<file path="config.mk">
export PLATFORM = sky130hd
export DESIGN_NAME = flash_pgm_ctrl
export DESIGN_NICKNAME = d
export VERILOG_FILES = /design/src/rtl/flash_pctl_pkg.sv /design/src/rtl/flash_bus_cycle.sv /design/src/rtl/flash_cmd_rom.sv /design/src/rtl/flash_poll_judge.sv /design/src/rtl/flash_pgm_ctrl.sv
export SDC_FILE = /design/constraint.sdc
export NUM_CORES = 1
export LEC_CHECK = 0
export ABC_AREA = 1
export BUFFER_PORTS_ARGS = -buffer_cell sky130_fd_sc_hd__buf_2
export CAP_MARGIN = 20
export CELL_PAD_IN_SITES_DETAIL_PLACEMENT = 1
export CELL_PAD_IN_SITES_GLOBAL_PLACEMENT = 1
export CORE_UTILIZATION = 39
export CTS_BUF_LIST = sky130_fd_sc_hd__clkbuf_16
export DETAILED_ROUTE_END_ITERATION = 10
export PLACE_DENSITY = 0.8
export SYNTH_ARGS = -nofsm -noshare
export SYNTH_HDL_FRONTEND = slang
export SYNTH_SLANG_ARGS = --single-unit
</file>
<file path="constraint.sdc">
create_clock -name clk -period 1.79 [get_ports clk]
set_input_delay 0.179 -clock clk [delete_from_list [all_inputs] [get_ports clk]]
set_output_delay 0.179 -clock clk [all_outputs]
set_load 0.02 [all_outputs]
</file>
<file path="src/rtl/flash_pctl_pkg.sv">
package flash_pctl_pkg;

  typedef enum logic [1:0] {
    ST_OK      = 2'd0,
    ST_DEVFAIL = 2'd1,
    ST_TIMEOUT = 2'd2,
    ST_VERIFY  = 2'd3
  } fstat_e;

  typedef enum logic [1:0] {
    PV_DONE,
    PV_AGAIN,
    PV_RECHECK,
    PV_FAIL
  } verdict_e;

  typedef enum logic [1:0] {
    BP_IDLE,
    BP_SETUP,
    BP_ACT,
    BP_GAP
  } bphase_e;

  typedef enum logic [2:0] {
    CS_IDLE,
    CS_CMD,
    CS_ITER,
    CS_RD_A,
    CS_RD_B,
    CS_VERIFY,
    CS_RESET,
    CS_RESP
  } ctl_e;

  localparam logic [11:0] UNLOCK_HI = 12'h555;
  localparam logic [11:0] UNLOCK_LO = 12'h2AA;

endpackage

</file>
<file path="src/rtl/flash_bus_cycle.sv">
module flash_bus_cycle
  import flash_pctl_pkg::*;
#(
  parameter int AW        = 20,
  parameter int DW        = 16,
  parameter int SETUP_CYC = 1,
  parameter int PULSE_CYC = 2,
  parameter int READ_CYC  = 2,
  parameter int GAP_CYC   = 1
) (
  input  logic          clk,
  input  logic          rst_n,
  input  logic          start,
  input  logic          wr,
  input  logic [AW-1:0] addr,
  input  logic [DW-1:0] wdata,
  output logic          done,
  output logic [DW-1:0] rdata,
  output logic          ce_n,
  output logic          oe_n,
  output logic          we_n,
  output logic [AW-1:0] bus_addr,
  output logic [DW-1:0] dq_out,
  output logic          dq_oe,
  input  logic [DW-1:0] dq_in
);
  localparam int M1   = (SETUP_CYC > PULSE_CYC) ? SETUP_CYC : PULSE_CYC;
  localparam int M2   = (READ_CYC > GAP_CYC) ? READ_CYC : GAP_CYC;
  localparam int MAXC = (M1 > M2) ? M1 : M2;
  localparam int CW   = $clog2(MAXC + 1);

  bphase_e       ph;
  logic [CW-1:0] cnt;
  logic          lat_wr;
  logic [AW-1:0] lat_addr;
  logic [DW-1:0] lat_data;

  always_ff @(posedge clk or negedge rst_n) begin
    if (!rst_n) begin
      ph       <= BP_IDLE;
      cnt      <= '0;
      done     <= 1'b0;
      rdata    <= '0;
      lat_wr   <= 1'b0;
      lat_addr <= '0;
      lat_data <= '0;
    end else begin
      done <= 1'b0;
      case (ph)
        BP_IDLE: if (start) begin
          lat_wr   <= wr;
          lat_addr <= addr;
          lat_data <= wdata;
          cnt      <= CW'(SETUP_CYC - 1);
          ph       <= BP_SETUP;
        end
        BP_SETUP: if (cnt == '0) begin
          cnt <= lat_wr ? CW'(PULSE_CYC - 1) : CW'(READ_CYC - 1);
          ph  <= BP_ACT;
        end else cnt <= cnt - 1'b1;
        BP_ACT: if (cnt == '0) begin
          if (!lat_wr) rdata <= dq_in;
          cnt <= CW'(GAP_CYC - 1);
          ph  <= BP_GAP;
        end else cnt <= cnt - 1'b1;
        default: if (cnt == '0) begin
          ph   <= BP_IDLE;
          done <= 1'b1;
        end else cnt <= cnt - 1'b1;
      endcase
    end
  end

  assign ce_n     = !(ph == BP_SETUP || ph == BP_ACT);
  assign oe_n     = !(ph == BP_ACT && !lat_wr);
  assign we_n     = !(ph == BP_ACT && lat_wr);
  assign dq_oe    = lat_wr && (ph != BP_IDLE);
  assign bus_addr = lat_addr;
  assign dq_out   = lat_data;

endmodule

</file>
<file path="src/rtl/flash_cmd_rom.sv">
module flash_cmd_rom
  import flash_pctl_pkg::*;
#(
  parameter int AW = 20,
  parameter int DW = 16
) (
  input  logic          erase,
  input  logic [2:0]    step,
  input  logic [AW-1:0] target,
  input  logic [DW-1:0] data,
  output logic [AW-1:0] waddr,
  output logic [DW-1:0] wdata,
  output logic          last
);
  always_comb begin
    waddr = AW'(UNLOCK_HI);
    wdata = DW'(8'hAA);
    last  = 1'b0;
    if (!erase) begin
      case (step)
        3'd0: begin waddr = AW'(UNLOCK_HI); wdata = DW'(8'hAA); end
        3'd1: begin waddr = AW'(UNLOCK_LO); wdata = DW'(8'h55); end
        3'd2: begin waddr = AW'(UNLOCK_HI); wdata = DW'(8'hA0); end
        default: begin waddr = target; wdata = data; last = 1'b1; end
      endcase
    end else begin
      case (step)
        3'd0, 3'd3: begin waddr = AW'(UNLOCK_HI); wdata = DW'(8'hAA); end
        3'd1, 3'd4: begin waddr = AW'(UNLOCK_LO); wdata = DW'(8'h55); end
        3'd2:       begin waddr = AW'(UNLOCK_HI); wdata = DW'(8'h80); end
        default:    begin waddr = target; wdata = DW'(8'h30); last = 1'b1; end
      endcase
    end
  end
endmodule

</file>
<file path="src/rtl/flash_poll_judge.sv">
module flash_poll_judge
  import flash_pctl_pkg::*;
(
  input  logic     toggle,
  input  logic     recheck,
  input  logic     prev_b6,
  input  logic     cur_b7,
  input  logic     cur_b6,
  input  logic     cur_b5,
  input  logic     exp_b7,
  output verdict_e verdict
);
  logic settled;

  always_comb begin
    settled = toggle ? (prev_b6 == cur_b6) : (cur_b7 == exp_b7);
    if (settled)      verdict = PV_DONE;
    else if (recheck) verdict = PV_FAIL;
    else if (cur_b5)  verdict = PV_RECHECK;
    else              verdict = PV_AGAIN;
  end
endmodule

</file>
<file path="src/rtl/flash_pgm_ctrl.sv">
module flash_pgm_ctrl
  import flash_pctl_pkg::*;
#(
  parameter int AW         = 20,
  parameter int DW         = 16,
  parameter int SETUP_CYC  = 1,
  parameter int PULSE_CYC  = 2,
  parameter int READ_CYC   = 2,
  parameter int GAP_CYC    = 1,
  parameter int POLL_LIMIT = 16
) (
  input  logic          clk,
  input  logic          rst_n,
  input  logic          req_valid,
  output logic          req_ready,
  input  logic          req_erase,
  input  logic          req_toggle,
  input  logic [AW-1:0] req_addr,
  input  logic [DW-1:0] req_data,
  output logic          rsp_valid,
  output logic [1:0]    rsp_status,
  output logic          fl_ce_n,
  output logic          fl_oe_n,
  output logic          fl_we_n,
  output logic [AW-1:0] fl_addr,
  output logic [DW-1:0] fl_dq_out,
  output logic          fl_dq_oe,
  input  logic [DW-1:0] fl_dq_in
);
  localparam int IW = $clog2(POLL_LIMIT + 1);

  ctl_e          st;
  logic          op_erase, op_toggle;
  logic [AW-1:0] op_addr;
  logic [DW-1:0] op_data;
  logic [2:0]    step;
  logic [IW-1:0] iter;
  logic          recheck;
  logic          prev_b6;
  logic          wait_bus;
  fstat_e        status;

  logic          bus_start, bus_wr, bus_done;
  logic [AW-1:0] bus_addr;
  logic [DW-1:0] bus_wdata, bus_rdata;

  logic [AW-1:0] rom_addr;
  logic [DW-1:0] rom_data;
  logic          rom_last;
  verdict_e      verdict;
  logic [DW-1:0] exp_word;

  logic          l_use, l_wr;
  logic [AW-1:0] l_addr;
  logic [DW-1:0] l_data;

  assign exp_word = op_erase ? '1 : op_data;

  flash_cmd_rom #(.AW(AW), .DW(DW)) rom_i (
    .erase(op_erase), .step(step), .target(op_addr), .data(op_data),
    .waddr(rom_addr), .wdata(rom_data), .last(rom_last)
  );

  flash_poll_judge judge_i (
    .toggle(op_toggle), .recheck(recheck), .prev_b6(prev_b6),
    .cur_b7(bus_rdata[7]), .cur_b6(bus_rdata[6]), .cur_b5(bus_rdata[5]),
    .exp_b7(exp_word[7]), .verdict(verdict)
  );

  flash_bus_cycle #(
    .AW(AW), .DW(DW), .SETUP_CYC(SETUP_CYC), .PULSE_CYC(PULSE_CYC),
    .READ_CYC(READ_CYC), .GAP_CYC(GAP_CYC)
  ) bus_i (
    .clk(clk), .rst_n(rst_n), .start(bus_start), .wr(bus_wr),
    .addr(bus_addr), .wdata(bus_wdata), .done(bus_done), .rdata(bus_rdata),
    .ce_n(fl_ce_n), .oe_n(fl_oe_n), .we_n(fl_we_n), .bus_addr(fl_addr),
    .dq_out(fl_dq_out), .dq_oe(fl_dq_oe), .dq_in(fl_dq_in)
  );

  // Cycle to launch in the current state
  always_comb begin
    l_use  = 1'b1;
    l_wr   = 1'b0;
    l_addr = op_addr;
    l_data = '0;
    case (st)
      CS_CMD:   begin l_wr = 1'b1; l_addr = rom_addr; l_data = rom_data; end
      CS_RESET: begin l_wr = 1'b1; l_addr = '0; l_data = DW'(8'hF0); end
      CS_RD_A, CS_RD_B, CS_VERIFY: l_wr = 1'b0;
      default:  l_use = 1'b0;
    endcase
  end

  always_ff @(posedge clk or negedge rst_n) begin
    if (!rst_n) begin
      st        <= CS_IDLE;
      op_erase  <= 1'b0;
      op_toggle <= 1'b0;
      op_addr   <= '0;
      op_data   <= '0;
      step      <= '0;
      iter      <= '0;
      recheck   <= 1'b0;
      prev_b6   <= 1'b0;
      wait_bus  <= 1'b0;
      status    <= ST_OK;
      bus_start <= 1'b0;
      bus_wr    <= 1'b0;
      bus_addr  <= '0;
      bus_wdata <= '0;
    end else begin
      bus_start <= 1'b0;
      if (l_use && !wait_bus) begin
        bus_start <= 1'b1;
        bus_wr    <= l_wr;
        bus_addr  <= l_addr;
        bus_wdata <= l_data;
        wait_bus  <= 1'b1;
      end
      case (st)
        CS_IDLE: if (req_valid) begin
          op_erase  <= req_erase;
          op_toggle <= req_toggle;
          op_addr   <= req_addr;
          op_data   <= req_data;
          step      <= '0;
          iter      <= '0;
          status    <= ST_OK;
          st        <= CS_CMD;
        end
        CS_CMD: if (wait_bus && bus_done) begin
          wait_bus <= 1'b0;
          if (rom_last) st <= CS_ITER;
          else          step <= step + 1'b1;
        end
        CS_ITER: begin
          recheck <= 1'b0;
          if (iter == IW'(POLL_LIMIT)) begin
            status <= ST_TIMEOUT;
            st     <= CS_RESET;
          end else begin
            iter <= iter + 1'b1;
            st   <= op_toggle ? CS_RD_A : CS_RD_B;
          end
        end
        CS_RD_A: if (wait_bus && bus_done) begin
          wait_bus <= 1'b0;
          prev_b6  <= bus_rdata[6];
          st       <= CS_RD_B;
        end
        CS_RD_B: if (wait_bus && bus_done) begin
          wait_bus <= 1'b0;
          case (verdict)
            PV_DONE:    st <= CS_VERIFY;
            PV_AGAIN:   st <= CS_ITER;
            PV_RECHECK: begin
              recheck <= 1'b1;
              st      <= op_toggle ? CS_RD_A : CS_RD_B;
            end
            default: begin
              status <= ST_DEVFAIL;
              st     <= CS_RESET;
            end
          endcase
        end
        CS_VERIFY: if (wait_bus && bus_done) begin
          wait_bus <= 1'b0;
          status   <= (bus_rdata == exp_word) ? ST_OK : ST_VERIFY;
          st       <= CS_RESP;
        end
        CS_RESET: if (wait_bus && bus_done) begin
          wait_bus <= 1'b0;
          st       <= CS_RESP;
        end
        default: st <= CS_IDLE;
      endcase
    end
  end

  assign req_ready  = (st == CS_IDLE);
  assign rsp_valid  = (st == CS_RESP);
  assign rsp_status = status;

endmodule

</file>
==> results of run 1 <==
==> worst max-delay path, cell delays in order (launching register included) <==
cell and delay (ns):
dfrtp_1 0.44, inv_2 0.09, ha_4 0.17, inv_4 0.05, nor2_2 0.05, nor2_2 0.12
nand2_1 0.08, nor2_2 0.16, nand2_2 0.11, o21ai_4 0.21, buf_6 0.16, nand3_2 0.07
o21ai_1 0.09
==> worst max-delay path by stage <==
stage | startpoint | to | slack (ns) | cells past startpoint
after CTS | step[0] | bus_addr[11] | -0.006 | 10
after detailed placement | step[0] | bus_addr[6] | -0.12 | 12
after floorplan | bus_i.ph[0] | bus_i.rdata[10] | 0.11 | 5
final | step[1] | bus_addr[12] | -0.12 | 12
after global placement | step[1] | bus_addr[6] | -0.01 | 12
after global routing | step[1] | bus_addr[12] | -0.22 | 12
==> cells in the final DEF (no fill, tap or decap), types with 9 or more instances in the layout <==
master	netlist	routed
mux2_2	15	15
nor2_2	2	11
inv_1	94	90
clkbuf_16	0	17
nand3_2	0	9
nand3_1	43	34
inv_2	10	16
buf_2	9	99
o21ai_1	17	12
a21oi_1	34	32
nand2_1	205	190
ha_1	15	12
o22ai_1	14	11
o21ai_2	1	9
dlygate4sd3_1	0	39
buf_4	2	47
nor2_1	44	33
o21bai_1	9	9
o21ai_0	80	76
nand2_2	5	17
dfrtp_1	150	147
==> power groups by stage <==
stage / logic [mW] / clock network, mW / registers [mW]
2_1_floorplan: 4.49 / 0 / 6.03
3_3_place_gp: 7.13 / 0 / 5.71
3_5_place_dp: 7.45 / 0 / 5.80
4_1_cts: 7.96 / 3.42 / 5.79
5_1_grt: 9.79 / 3.58 / 6.04
6_report: 8.94 / 3.42 / 5.88
==> repair_timing <==
action	in CTS	in global routing
endpoints found under the hold margin	81	1
buffers inserted	2	9
hold buffers	38	1
gates cloned	1	0
gates resized for setup	29	58
endpoints found under the setup margin	37	48
pin swaps	2	14
==> logic make-up (layout without fill, tap and decap cells) <==
| group | count (synthesis) | in the layout |
|---|---|---|
| and+or+nand+nor | 316 | 316 |
| muxes | 15 | 15 |
| DFF | 150 | 150 |
| xor gates and xnor gates | 2 | 2 |
| AOI/OAI and AO/OA | 170 | 170 |
| adders and majority gates | 15 | 15 |
| buffers and inverters | 132 | 334 |
==> through the flow <==
stage	hold slack (ns)	utilization, %	setup slack, ns
after floorplan	-0.117	-	0.112
after global placement	0.155	46.1	-0.0130
after detailed placement	0.153	46.1	-0.116
after CTS	0.000342	52.1	-0.00650
after global routing	0.00673	53.7	-0.216
final	0.0133	53.7	-0.118
==> per-layer routing <==
| layer | wire (µm) | track usage [%] |
|---|---|---|
| met1 | 9410 | 29.1 |
| met2 | 12100 | 44.2 |
| met3 | 804 | 4.88 |
| met4 | 736 | 11.3 |
| met5 | 0 | 0 |
==> cell type report <==
type / instances / area [µm²] / area share [%]
Clock buffer: 17 / 425 / 4.58
Clock inverter: 14 / 120 / 1.29
Inverter: 106 / 403 / 4.33
Multi-Input combinational cell: 518 / 2890 / 31.1
Sequential cell: 150 / 3760 / 40.4
Tap cell: 225 / 282 / 3.03
Timing Repair Buffer: 197 / 1420 / 15.3
==> flip-flops by register name, summed over array words and instances, names as in the netlist, 3 cells and up, named ones only <==
| register | flops |
|---|---|
| bus_addr | 20 |
| bus_i.bus_addr | 20 |
| bus_i.dq_out | 16 |
| bus_i.rdata | 16 |
| bus_wdata | 16 |
| iter | 5 |
| op_addr | 20 |
| op_data | 16 |
| st | 3 |
| step | 3 |
==> flow_summary.json, run 1 <==
{
  "syn_inst": 800,
  "ys_seq_elements": 150,
  "fin_worst_skew_ns": 0.00762,
  "die_area_um2": 18300,
  "synth_xor_area_share_pct": 0.253,
  "fin_cells": 1227,
  "synth_top_area_cell": "dfrtp_1",
  "yosysWarningCount": 0,
  "syn-cell-area_um2": 6910,
  "clock_latency_ns": 0.42,
  "grtUsageTotal_pct": 25.0,
  "synth.distinct_cells": 37,
  "grt_max_degree": 52,
  "power_density_nw_per_um2": 1960,
  "total_power_mw": 18.2,
  "start_kind": "flip-flop",
  "dieHeight_um": 135,
  "post_drt_wl_per_cell_um": 18.8,
  "setup_viol": 19,
  "worstMarginPinSlew_ns": 0.494,
  "postRouteAntennaNets": 0,
  "rr_startpoint": "step[1]",
  "nets": 1062,
  "p_leak_nw": 4.70,
  "avgSynthCellArea_um2": 8.64,
  "critical_path.max_fanout": 5,
  "hp-start": "fl_dq_in[0]",
  "synth_mux_area_share_pct": 2.44,
  "synth_compound_area_share_pct": 13.5,
  "placed_area_um2": 7980,
  "cts_buffers": 17,
  "start_util_pct": 40.0,
  "rsz0062_at_grt": "true",
  "io_pins": 101,
  "place_congestion": 0.860,
  "intPower_mw": 10.1,
  "htreeDepth": 4,
  "final-hold-violation-count": 0,
  "die_x_um": 135,
  "r2r_end": "bus_addr[12]",
  "slew_headroom_pct": 67.1,
  "synth_async_sr_flop_share_pct": 100,
  "hold_path_class": "in -> reg",
  "cts_tree": "yes",
  "synth_fp_nets": 872,
  "grt_pass1_wl_mm": 34.7,
  "critPathArrivalTime_ns": 2.25,
  "final_cell_area_um2": 9290,
  "dpl.cell_count": 1145,
  "min_to": "bus_i.rdata[0]",
  "totalWireLength_mm": 23.0,
  "hold_depth": 2,
  "violations": "setup timing",
  "yosys-top-cells-area": "dfrtp_1 54%, nand2_1 11%, o21ai_0 5.8%",
  "synthTopCellsByCount": "205 x nand2_1, 150 x dfrtp_1, 94 x inv_1, 80 x o21ai_0, 44 x nor2_1",
  "power_frac_seq_pct": 32.2,
  "setup_tns_ns": -1.26,
  "dpl.hpwl_mm": 13.7,
  "drv_cap": 0,
  "synth_top_area_share_pct": 54.3,
  "grt-ovfl-total": 0,
  "synth_edf_count": 0,
  "area_growth_syn_to_layout_pct": 34.5,
  "antenna_cells": 0,
  "drt_iter0_drc": 317,
  "seq_area_frac_synth_pct": 54.3,
  "switching_power_mw": 8.09,
  "rrSetupSlack_ns": -0.12,
  "coreArea_um2": 17300,
  "finalMaxSlewViolations": 0,
  "swShare_pct": 44.4,
  "critPathKind": "reg -> reg",
  "clock-sinks": 150,
  "root_buffer": "clkbuf_16",
  "drc": 0,
  "outcome": "finished, violations left",
  "cp.required_ns": 2.14,
  "dr.pass1.iters": 5,
  "ir_drop_v": 0.000951,
  "avgViaCountPerCell": 5.22,
  "fin_crit_sh_pct": 107,
  "critPathCaptureType": "flip-flop",
  "clock.fmax_mhz": 524,
  "clkPwrFrac_pct": 18.7,
  "synthAdderAreaFrac_pct": 2.72,
  "yosys.area_share.simple_pct": 19.1,
  "portBuffers": 100,
  "antenna_found_initial": 0,
  "vias": 6405,
  "min_period_ns": 1.91,
  "synth_top_family_by_area": "simple AND/OR/NAND/NOR gates",
  "synthFlopType": "dfrtp_1",
  "nFillCells": 2038,
  "synth_most_common_cell": "nand2_1",
  "fp-row-count": 48,
  "grt_pass1_vias": 6872,
  "path_clk_slew_ns": 0.06,
  "fin_ws_ns": -0.118,
  "r2r_cells": 12,
  "drive_gt1_share_pct": 29.0,
  "combPwrFrac_pct": 49.0,
  "clockBufferDepth": 2
}
Note: power is estimated with default switching activity, not from simulation.
==> run 2: changes to the inputs <==
Settings changed: BUFFER_PORTS_ARGS -buffer_cell sky130_fd_sc_hd__buf_2 to default, CORE_UTILIZATION 39 to 43, CTS_BUF_LIST sky130_fd_sc_hd__clkbuf_16 to default, DONT_BUFFER_PORTS from default to 1, PLACE_DENSITY 0.8 to 0.79.
==> flow_summary.json, run 2 (synthesis results as in run 1) <==
{
  "outcome": "finished, violations left",
  "violations": "hold timing, setup timing",
  "drive_gt1_share_pct": 22.3,
  "area_growth_syn_to_layout_pct": 32.7,
  "power_density_nw_per_um2": 2100,
  "finalMaxSlewViolations": 0,
  "r2r_cells": 13,
  "place_congestion": 0.858,
  "cp.required_ns": 2.13,
  "start_util_pct": 44.8,
  "worstMarginPinSlew_ns": 0.572,
  "clockBufferDepth": 2,
  "final_cell_area_um2": 9170,
  "nFillCells": 1758,
  "grt_max_degree": 151,
  "drv_cap": 0,
  "pre_cts_ws_ns": -0.117,
  "reg_top3": "bus_addr (20), bus_i.bus_addr (20), op_addr (20)",
  "vias": 6164,
  "clock.fmax_mhz": 522,
  "grtUsageTotal_pct": 27.9,
  "path_clk_slew_ns": 0.07,
  "finalHoldWorstSlack_ns": -0.558,
  "die_x_um": 129,
  "dieHeight_um": 129,
  "fin_worst_skew_ns": 0.0102,
  "final_common_cell": "nand2_1",
  "grt_pass1_vias": 6486,
  "cp_slowest_cell": "dfrtp_2",
  "utilization_pct": 59.5,
  "io_pins": 101,
  "clkPwrFrac_pct": 23.1,
  "p_leak_nw": 4.42,
  "path_depth": 13,
  "intPower_mw": 11.0,
  "cts_tree": "yes",
  "register_area_um2": 3760,
  "fin_ws_ns": -0.124,
  "portBuffers": 0,
  "rrSetupSlack_ns": -0.12,
  "setup_tns_ns": -0.330,
  "dr.pass1.iters": 5,
  "crit_chain": "inv_4 -> ha_4 -> inv_4 -> nor2_4 -> nor2_4 -> buf_6 -> nand2_4 -> nor2_4 -> nor2_4 -> nand2_1 -> nand3_1 -> nand2_2 -> o21ai_1",
  "clock-sinks": 150,
  "post_drt_wl_per_cell_um": 20.5,
  "totalWireLength_mm": 23.1,
  "crit_family": "simple AND/OR/NAND/NOR gates",
  "antenna_found_initial": 0,
  "power_frac_seq_pct": 33.5,
  "cp_common_cell": "nor2_4",
  "final-hold-violation-count": 150,
  "coreArea_um2": 15400,
  "fin_crit_sh_pct": 107,
  "antenna_cells": 0,
  "total_power_mw": 19.3,
  "die_area_um2": 16600,
  "dpl.cell_count": 1016,
  "avgViaCountPerCell": 5.45,
  "fin_cells": 1130,
  "min_period_ns": 1.91,
  "postRouteAntennaNets": 0,
  "layout_common_cells": "187 x nand2_1, 143 x dfrtp_1, 89 x inv_1",
  "placed_area_um2": 7340,
  "start_kind": "flip-flop",
  "hold_path_class": "in -> async",
  "combPwrFrac_pct": 43.4,
  "critPathKind": "reg -> reg",
  "multi_input_area_um2": 2940,
  "slew_headroom_pct": 61.5,
  "critical_path.max_fanout": 4,
  "fp-row-count": 45,
  "drc": 0,
  "postCtsHoldBufs": 54,
  "clock_latency_ns": 0.43,
  "nets": 978,
  "setup_viol": 8,
  "cts_buffers": 17,
  "critPathBufInv": 3,
  "cp_slowest_stage_delay_ns": 0.47,
  "critPathArrivalTime_ns": 2.25,
  "grt_pass1_wl_mm": 34.9,
  "htreeDepth": 4,
  "root_buffer": "clkbuf_16",
  "critPathCaptureType": "flip-flop",
  "dpl.hpwl_mm": 13.0,
  "switching_power_mw": 8.30,
  "swShare_pct": 43.1,
  "grt-ovfl-total": 0,
  "ir_drop_v": 0.000910,
  "drt_iter0_drc": 373,
  "rsz0062_at_grt": "true"
}
[run 2: cell count changes in the layout (fill, tap and decap cells not counted), moves of 6 or more]
| cell | change |
|---|---|
| o21ai_1 | +7 |
| dlygate4sd3_1 | +15 |
| buf_2 | -99 |
| o21ai_2 | -7 |
| nor2_4 | +6 |
| bufinv_16 | +6 |
[run 2: worst paths after layout]
kind                                     to         from
worst max-delay path            bus_addr[8]      step[1]
worst min-delay path            op_data[11]        rst_n
worst max register to register  bus_addr[8]      step[1]
worst min register to register  op_addr[17]  op_addr[17]
max in group asynchronous             st[0]        rst_n
min in group clk                    iter[1]    req_valid
[run 2: repair_timing]
action / in CTS / in global routing
hold endpoints to repair: 204 / 150
setup buffers: 6 / 22
cloned: 1 / 0
setup endpoints to repair: 33 / 62
resized for setup: 38 / 71
pin swaps: 5 / 19
[run 2: layout make-up]
type	count	share of cell area, %
Multi-Input combinational cell	518	32.1
Clock buffer	17	4.64
Tap cell	211	2.88
Clock inverter	15	3.25
Timing Repair Buffer	113	11.6
Inverter	106	4.53
Sequential cell	150	41.0
[run 2: metal layers]
| layer | track usage, % | vias up | share of wire (%) | wire [µm] |
|---|---|---|---|---|
| met5 | 0 | - | 0 | 0 |
| met4 | 11.4 | 0 | 3.1 | 717 |
| met3 | 6.32 | 51 | 5.0 | 1160 |
| met2 | 48.9 | 222 | 52 | 11900 |
| met1 | 33.0 | 3093 | 40 | 9310 |
| li1 | - | 2798 | - | - |
[run 2: power by group through the flow]
| stage | Sequential, mW | Clock (mW) | Combinational, mW |
|---|---|---|---|
| after floorplan | 6.03 | 0 | 4.49 |
| after global placement | 6.29 | 0 | 5.96 |
| after detailed placement | 6.38 | 0 | 6.32 |
| after CTS | 6.38 | 4.48 | 7.05 |
| after global routing | 6.59 | 4.61 | 9.09 |
| final | 6.44 | 4.45 | 8.37 |
